$ cat src/rtl/spnan_pkg.sv
package spnan_pkg;

    localparam int EXP_W  = 8;
    localparam int FRAC_W = 23;
    localparam int WORD_W = 1 + EXP_W + FRAC_W;
    localparam int QBIT   = FRAC_W - 1;
    localparam int MAG_W  = WORD_W - 1;

    typedef logic [WORD_W-1:0] word_t;
    typedef logic [MAG_W-1:0]  mag_t;

    typedef enum logic [1:0] {
        RULE_SIG_FIRST = 2'd0,
        RULE_A_FIRST   = 2'd1,
        RULE_MAGNITUDE = 2'd2,
        RULE_SIG_ALIAS = 2'd3
    } rule_e;

    typedef struct packed {
        logic is_nan;
        logic quiet;
        logic sig;
    } nan_cls_t;

    localparam word_t QUIET_MASK  = word_t'(1) << QBIT;
    localparam word_t DEFAULT_NAN = {1'b0, {EXP_W{1'b1}}, 1'b1, {(FRAC_W-1){1'b0}}};

    function automatic nan_cls_t classify(input word_t w);
        nan_cls_t c;
        logic     exp_ones;
        exp_ones = &w[WORD_W-2:FRAC_W];
        c.quiet  = exp_ones & w[QBIT];
        c.sig    = exp_ones & ~w[QBIT] & (|w[QBIT-1:0]);
        c.is_nan = c.quiet | c.sig;
        return c;
    endfunction

    function automatic word_t quieten(input word_t w);
        return w | QUIET_MASK;
    endfunction

endpackage

$ cat src/rtl/spnan_classify.sv
module spnan_classify
    import spnan_pkg::*;
(
    input  word_t    word_i,
    output nan_cls_t cls_o
);
    assign cls_o = classify(word_i);

    always_comb begin

        cls_excl_chk: assert (!(cls_o.quiet && cls_o.sig));
    end
endmodule

$ cat src/rtl/spnan_magcmp.sv
module spnan_magcmp
    import spnan_pkg::*;
(
    input  word_t a_i,
    input  word_t b_i,
    output logic  a_larger_o
);
    mag_t mag_a, mag_b;
    logic mag_eq;

    assign mag_a      = a_i[MAG_W-1:0];
    assign mag_b      = b_i[MAG_W-1:0];
    assign mag_eq     = (mag_a == mag_b);
    assign a_larger_o = (mag_a > mag_b) | (mag_eq & (a_i < b_i));

    always_comb begin

        tie_sign_chk: assert (!(mag_eq && a_larger_o) || (!a_i[WORD_W-1] && b_i[WORD_W-1]));
    end
endmodule

$ cat src/rtl/spnan_choose.sv
module spnan_choose
    import spnan_pkg::*;
(
    input  rule_e    rule_i,
    input  nan_cls_t cls_a_i,
    input  nan_cls_t cls_b_i,
    input  logic     a_larger_i,
    output logic     pick_b_o
);
    always_comb begin
        unique case (rule_i)
            RULE_A_FIRST: pick_b_o = ~cls_a_i.is_nan;
            RULE_MAGNITUDE: begin
                if (cls_a_i.sig)
                    pick_b_o = cls_b_i.sig ? ~a_larger_i : cls_b_i.quiet;
                else if (cls_a_i.quiet)
                    pick_b_o = cls_b_i.quiet ? ~a_larger_i : 1'b0;
                else
                    pick_b_o = 1'b1;
            end
            default: begin
                if (cls_a_i.sig)        pick_b_o = 1'b0;
                else if (cls_b_i.sig)   pick_b_o = 1'b1;
                else if (cls_a_i.quiet) pick_b_o = 1'b0;
                else                    pick_b_o = 1'b1;
            end
        endcase
    end

    always_comb begin

        mag_prefers_quiet_chk: assert (!(rule_i == RULE_MAGNITUDE && cls_a_i.sig && cls_b_i.quiet) || pick_b_o);
    end
endmodule

$ cat src/rtl/spnan_select.sv
module spnan_select
    import spnan_pkg::*;
(
    input  logic        clk,
    input  logic        rst,
    input  logic        in_valid,
    input  logic [31:0] op_a,
    input  logic [31:0] op_b,
    input  logic [1:0]  rule_sel,
    input  logic        dflt_nan,
    output logic        out_valid,
    output logic [31:0] result,
    output logic        invalid
);
    word_t    opnd [2];
    nan_cls_t cls  [2];
    logic     a_larger, pick_b, chosen_sig, flag_nxt;
    word_t    chosen, word_nxt;

    assign opnd[0] = op_a;
    assign opnd[1] = op_b;

    for (genvar gi = 0; gi < 2; gi++) begin : g_cls
        spnan_classify u_cls (.word_i(opnd[gi]), .cls_o(cls[gi]));
    end

    spnan_magcmp u_cmp (.a_i(opnd[0]), .b_i(opnd[1]), .a_larger_o(a_larger));

    spnan_choose u_pick (
        .rule_i    (rule_e'(rule_sel)),
        .cls_a_i   (cls[0]),
        .cls_b_i   (cls[1]),
        .a_larger_i(a_larger),
        .pick_b_o  (pick_b)
    );

    assign chosen     = pick_b ? opnd[1] : opnd[0];
    assign chosen_sig = pick_b ? cls[1].sig : cls[0].sig;
    assign word_nxt   = dflt_nan ? DEFAULT_NAN : (chosen_sig ? quieten(chosen) : chosen);
    assign flag_nxt   = cls[0].sig | cls[1].sig;

    always_ff @(posedge clk) begin
        if (rst) begin
            out_valid <= 1'b0;
            result    <= '0;
            invalid   <= 1'b0;
        end else begin
            out_valid <= in_valid;
            if (in_valid) begin
                result  <= word_nxt;
                invalid <= flag_nxt;
            end
        end
    end


    valid_lat_chk: assert property (@(posedge clk) disable iff (rst) in_valid |=> out_valid);

    hold_chk: assert property (@(posedge clk) disable iff (rst)
        !in_valid |=> (!out_valid && $stable(result) && $stable(invalid)));

    invalid_chk: assert property (@(posedge clk) disable iff (rst)
        in_valid |=> (invalid == ($past(cls[0].sig) | $past(cls[1].sig))));

    dflt_chk: assert property (@(posedge clk) disable iff (rst)
        (in_valid && dflt_nan) |=> (result == DEFAULT_NAN));

    a_first_chk: assert property (@(posedge clk) disable iff (rst)
        (in_valid && !dflt_nan && rule_sel == 2'd1 && cls[0].is_nan) |=> (result == quieten($past(op_a))));

    quiet_out_chk: assert property (@(posedge clk) disable iff (rst)
        (in_valid && (cls[0].is_nan || cls[1].is_nan)) |=> classify(result).quiet);
endmodule

$ cat config.mk
export PLATFORM = sky130hd
export DESIGN_NAME = spnan_select
export DESIGN_NICKNAME = d
export VERILOG_FILES = /design/src/rtl/spnan_pkg.sv /design/src/rtl/spnan_classify.sv /design/src/rtl/spnan_magcmp.sv /design/src/rtl/spnan_choose.sv /design/src/rtl/spnan_select.sv
export SDC_FILE = /design/constraint.sdc
export NUM_CORES = 1
export LEC_CHECK = 0
export BUFFER_PORTS_ARGS = -buffer_cell sky130_fd_sc_hd__buf_2
export CORE_ASPECT_RATIO = 0.5
export CORE_MARGIN = 4
export CORE_UTILIZATION = 42
export CTS_CLUSTER_DIAMETER = 60
export CTS_CLUSTER_SIZE = 8
export DETAILED_ROUTE_END_ITERATION = 12
export PLACE_DENSITY = 0.71
export SYNTH_ARGS = -nofsm -noshare
export SYNTH_HDL_FRONTEND = slang
export SYNTH_SLANG_ARGS = --single-unit
$ cat constraint.sdc
create_clock -name clk -period 6.4 [get_ports clk]
set_clock_uncertainty 0.15 [all_clocks]
set_input_delay 0 -clock clk [delete_from_list [all_inputs] [get_ports clk]]
set_output_delay 0 -clock clk [all_outputs]
set_load 0.05 [all_outputs]
==> summary.txt <==
Setup path
  – CP dominant cell by count: dlygate4sd3_1
  – FF-to-FF path depth: 3
  – Worst setup EP type: flop
  – Cell Chain, Critical Path: dlygate4sd3_1 > buf_2 > nor4_1 > nand4_1 > o41ai_1 > o311ai_1 > o311ai_0 > o21ai_4 > buf_4 > mux2i_1 > dlygate4sd3_1 > a211oi_1
  – CP max FO: 18
  – Data arrival, critical path: 4.00 ns
  – Slowest stage cell, crit path: o41ai_1
  – Critical path's largest stage delay: 0.70 ns
  – Setup crit start kind: input port
  – CP required: 6.44 ns
  – Crit Path Class: in2reg

Yosys
  – Yosys cell types: 34
  – #FFs+latches synth: 34
  – Syn Inst Count: 312
  – Yosys top cell by area: dfxtp_1
  – Ys Warns: 0
  – Synthesized cell area: 0.002524 mm²
  – Share of the synthesized area in the top cell type: 26.97%
  – Syn_area_per_cell: 8.089 µm²
  – Post-synthesis sequential area ratio: 26.97%
  – Synth Net Count: 416
  – Top cells by area, synth: dfxtp_1 27%, ha_1 17%, mux2i_1 13%

Final layout
  – Fin cells: 554
  – Ant. Diodes: 0
  – Commonest non-fill, non-tap cell in the layout: buf_2
  – FF+latch area: 680.7 µm²
  – Filler cell count: 443
  – Multi-input logic area: 0.001640 mm²
  – Layout area overhead: 54.14%
  – Nets: 584
  – Most frequent cells in the layout: 103 x buf_2, 66 x dlygate4sd3_1, 37 x inv_1, 34 x ha_1, 34 x dfxtp_1
  – Layout cells sized above 1: 23.70%

Floorplan
  – Cell Rows: 19
  – DIE AREA: 0.007388 mm²
  – Core area: 0.005658 mm²
  – Initial core utilization: 44.60%
  – Die width: 117.6 µm
  – Die Y-Extent: 62.81 µm
  – I/O pins: 104

Clocking
  – Clk sinks: 34
  – Skew-Pair Late Insertion Delay: 0.28 ns
  – Num CTS Buffers: 5
  – Clock-pin slew on the worst setup and hold paths: 0.05 ns
  – Postcts setup bufs: 0
  – CTS max path bufs: 2
  – # H-tree levels: 2
  – Clk root buf: clkbuf_16
  – CTS tree: yes

Drt
  – Total wire length: 8775 µm
  – Drt wl/cell: 15.84 µm
  – DR iter-0 viols: 283
  – 1st-pass router iterations: 9
  – Drc violations: 0
  – Post-DRT Antenna Nets: 0
  – Vias: 3047
  – Vias/cell: 5.500

Timing
  – FMAX: 253.1 MHz
  – Final setup fails: 0
  – Endpoints failing hold: 0
  – Worst Tran Pin Value: 0.8194 ns
  – Minimum clock period: 3.950 ns
  – Slew HR: 44.66%
  – Total negative slack: 0 ns
  – Final setup margin: 2.450 ns
  – RSZ-0062 raised after global routing: no
  – Worst hold margin: 0.04818 ns
  – Final period utilization: 61.72%
  – Slew Viols, Final: 0

GRT
  – Initial antenna violation count: 0
  – Number of global-route vias before repair: 3186
  – Largest net degree at the start of global routing: 24
  – Global route overflow: 0
  – Global-route wire length before repair: 15030 µm
  – Total GRT Usage: 24.31%

Job
  – Max_cap viols: 0

Pwr
  – Power density over the cells: 184.2 mW/mm²
  – Max IR drop VDD: 0.09627 mV
  – Power consumption: 716.6 µW
  – Pleak: 0.002013 µW

Place
  – Port buffer count: 103
  – Post-Place Worst Slack: 3.413 ns
  – Number of cells after detailed placement: 480
  – HPWL after detailed placement: 6204 µm
  – Gpl congestion: 0.9507

Worst hold path
  – HP Class: in2reg
  – Min-Delay Path Depth: 3

Outcome
  – Status: completed
-- cell families after synthesis --
family / share of synthesized area (%)
AND/OR/NAND/NOR: 17.35
AO/OA/AOI/OAI: 18.10
buffers and inverters: 8.032
adder cells (fa/ha/maj): 16.86
flip-flops: 26.97
multiplexers: 12.69
-- registers in the layout (all words and copies together) (netlist names) --
name       cells
result        32
invalid        1
out_valid      1
-- critical path: cells and delay by family --
| family | cells | cell delay (ns) |
|---|---|---|
| AOI/OAI and AO/OA | 5 | 1.68 |
| and+or+nand+nor | 2 | 0.55 |
| buffers and inverters | 4 | 1.61 |
| muxes | 1 | 0.15 |
-- path summary, 6_finish.rpt --
path / from / endpoint / slack, ns
worst min-delay path: dflt_nan / result[30] / 0.05
worst min register to register: result[10] / result[10] / 0.30
worst max-delay path: op_b[19] / result[27] / 2.45
worst max register to register: invalid / invalid / 5.05
-- through the flow --
| stage | util (%) | cell area (µm²) |
|---|---|---|
| detailed placement | 54.47 | 3082 |
| finish | 68.75 | 3890 |
| global route | 68.75 | 3890 |
| floorplan | - | 2524 |
| global placement | 54.47 | 3082 |
| CTS | 68.75 | 3890 |
-- cell usage after synthesis (all sizes together) --
library cell	number
a2111oi	1
a211oi	13
a21o	3
a21oi	10
a2bb2oi	2
a311o	1
a31oi	1
buf	3
clkbuf	7
dfxtp	34
ha	34
inv	37
mux2i	32
nand2	29
nand2b	1
nand3	8
nand3b	1
nand4	12
nor2	26
nor2b	3
nor3	3
nor4	10
o211ai	1
o21ai	31
o221ai	1
o311ai	2
o31a	1
o31ai	1
o32a	1
o41ai	2
or2	1
-- report_power, final --
group,switching [µW],internal (µW)
logic,135,107
clock network,90.7,154
registers,5.79,224
total,231,485
-- layout make-up --
cell class | count | area share (%)
repair buffers | 171 | 30.62
multi-input cells | 231 | 42.17
inverters | 37 | 3.570
flip-flops and latches | 34 | 17.50
clock buffers | 7 | 3.667
well taps | 73 | 2.348
clock inverters | 1 | 0.1287
-- routing by layer --
layer  vias to the layer above  routed length (µm)  track usage (%)
li1                       1463                   -                -
met1                      1416                3644            28.48
met2                       136                4278            42.96
met3                        32                 622            6.148
met4                         0                 229            9.489
met5                         -                   0                0
-- timing repair --
| action | 4_1_cts | 5_1_grt |
|---|---|---|
| resized for setup | 0 | 0 |
| hold buffers | 66 | 0 |
| hold endpoints to repair | 34 | 0 |
Power figures use the tool's default switching activity.
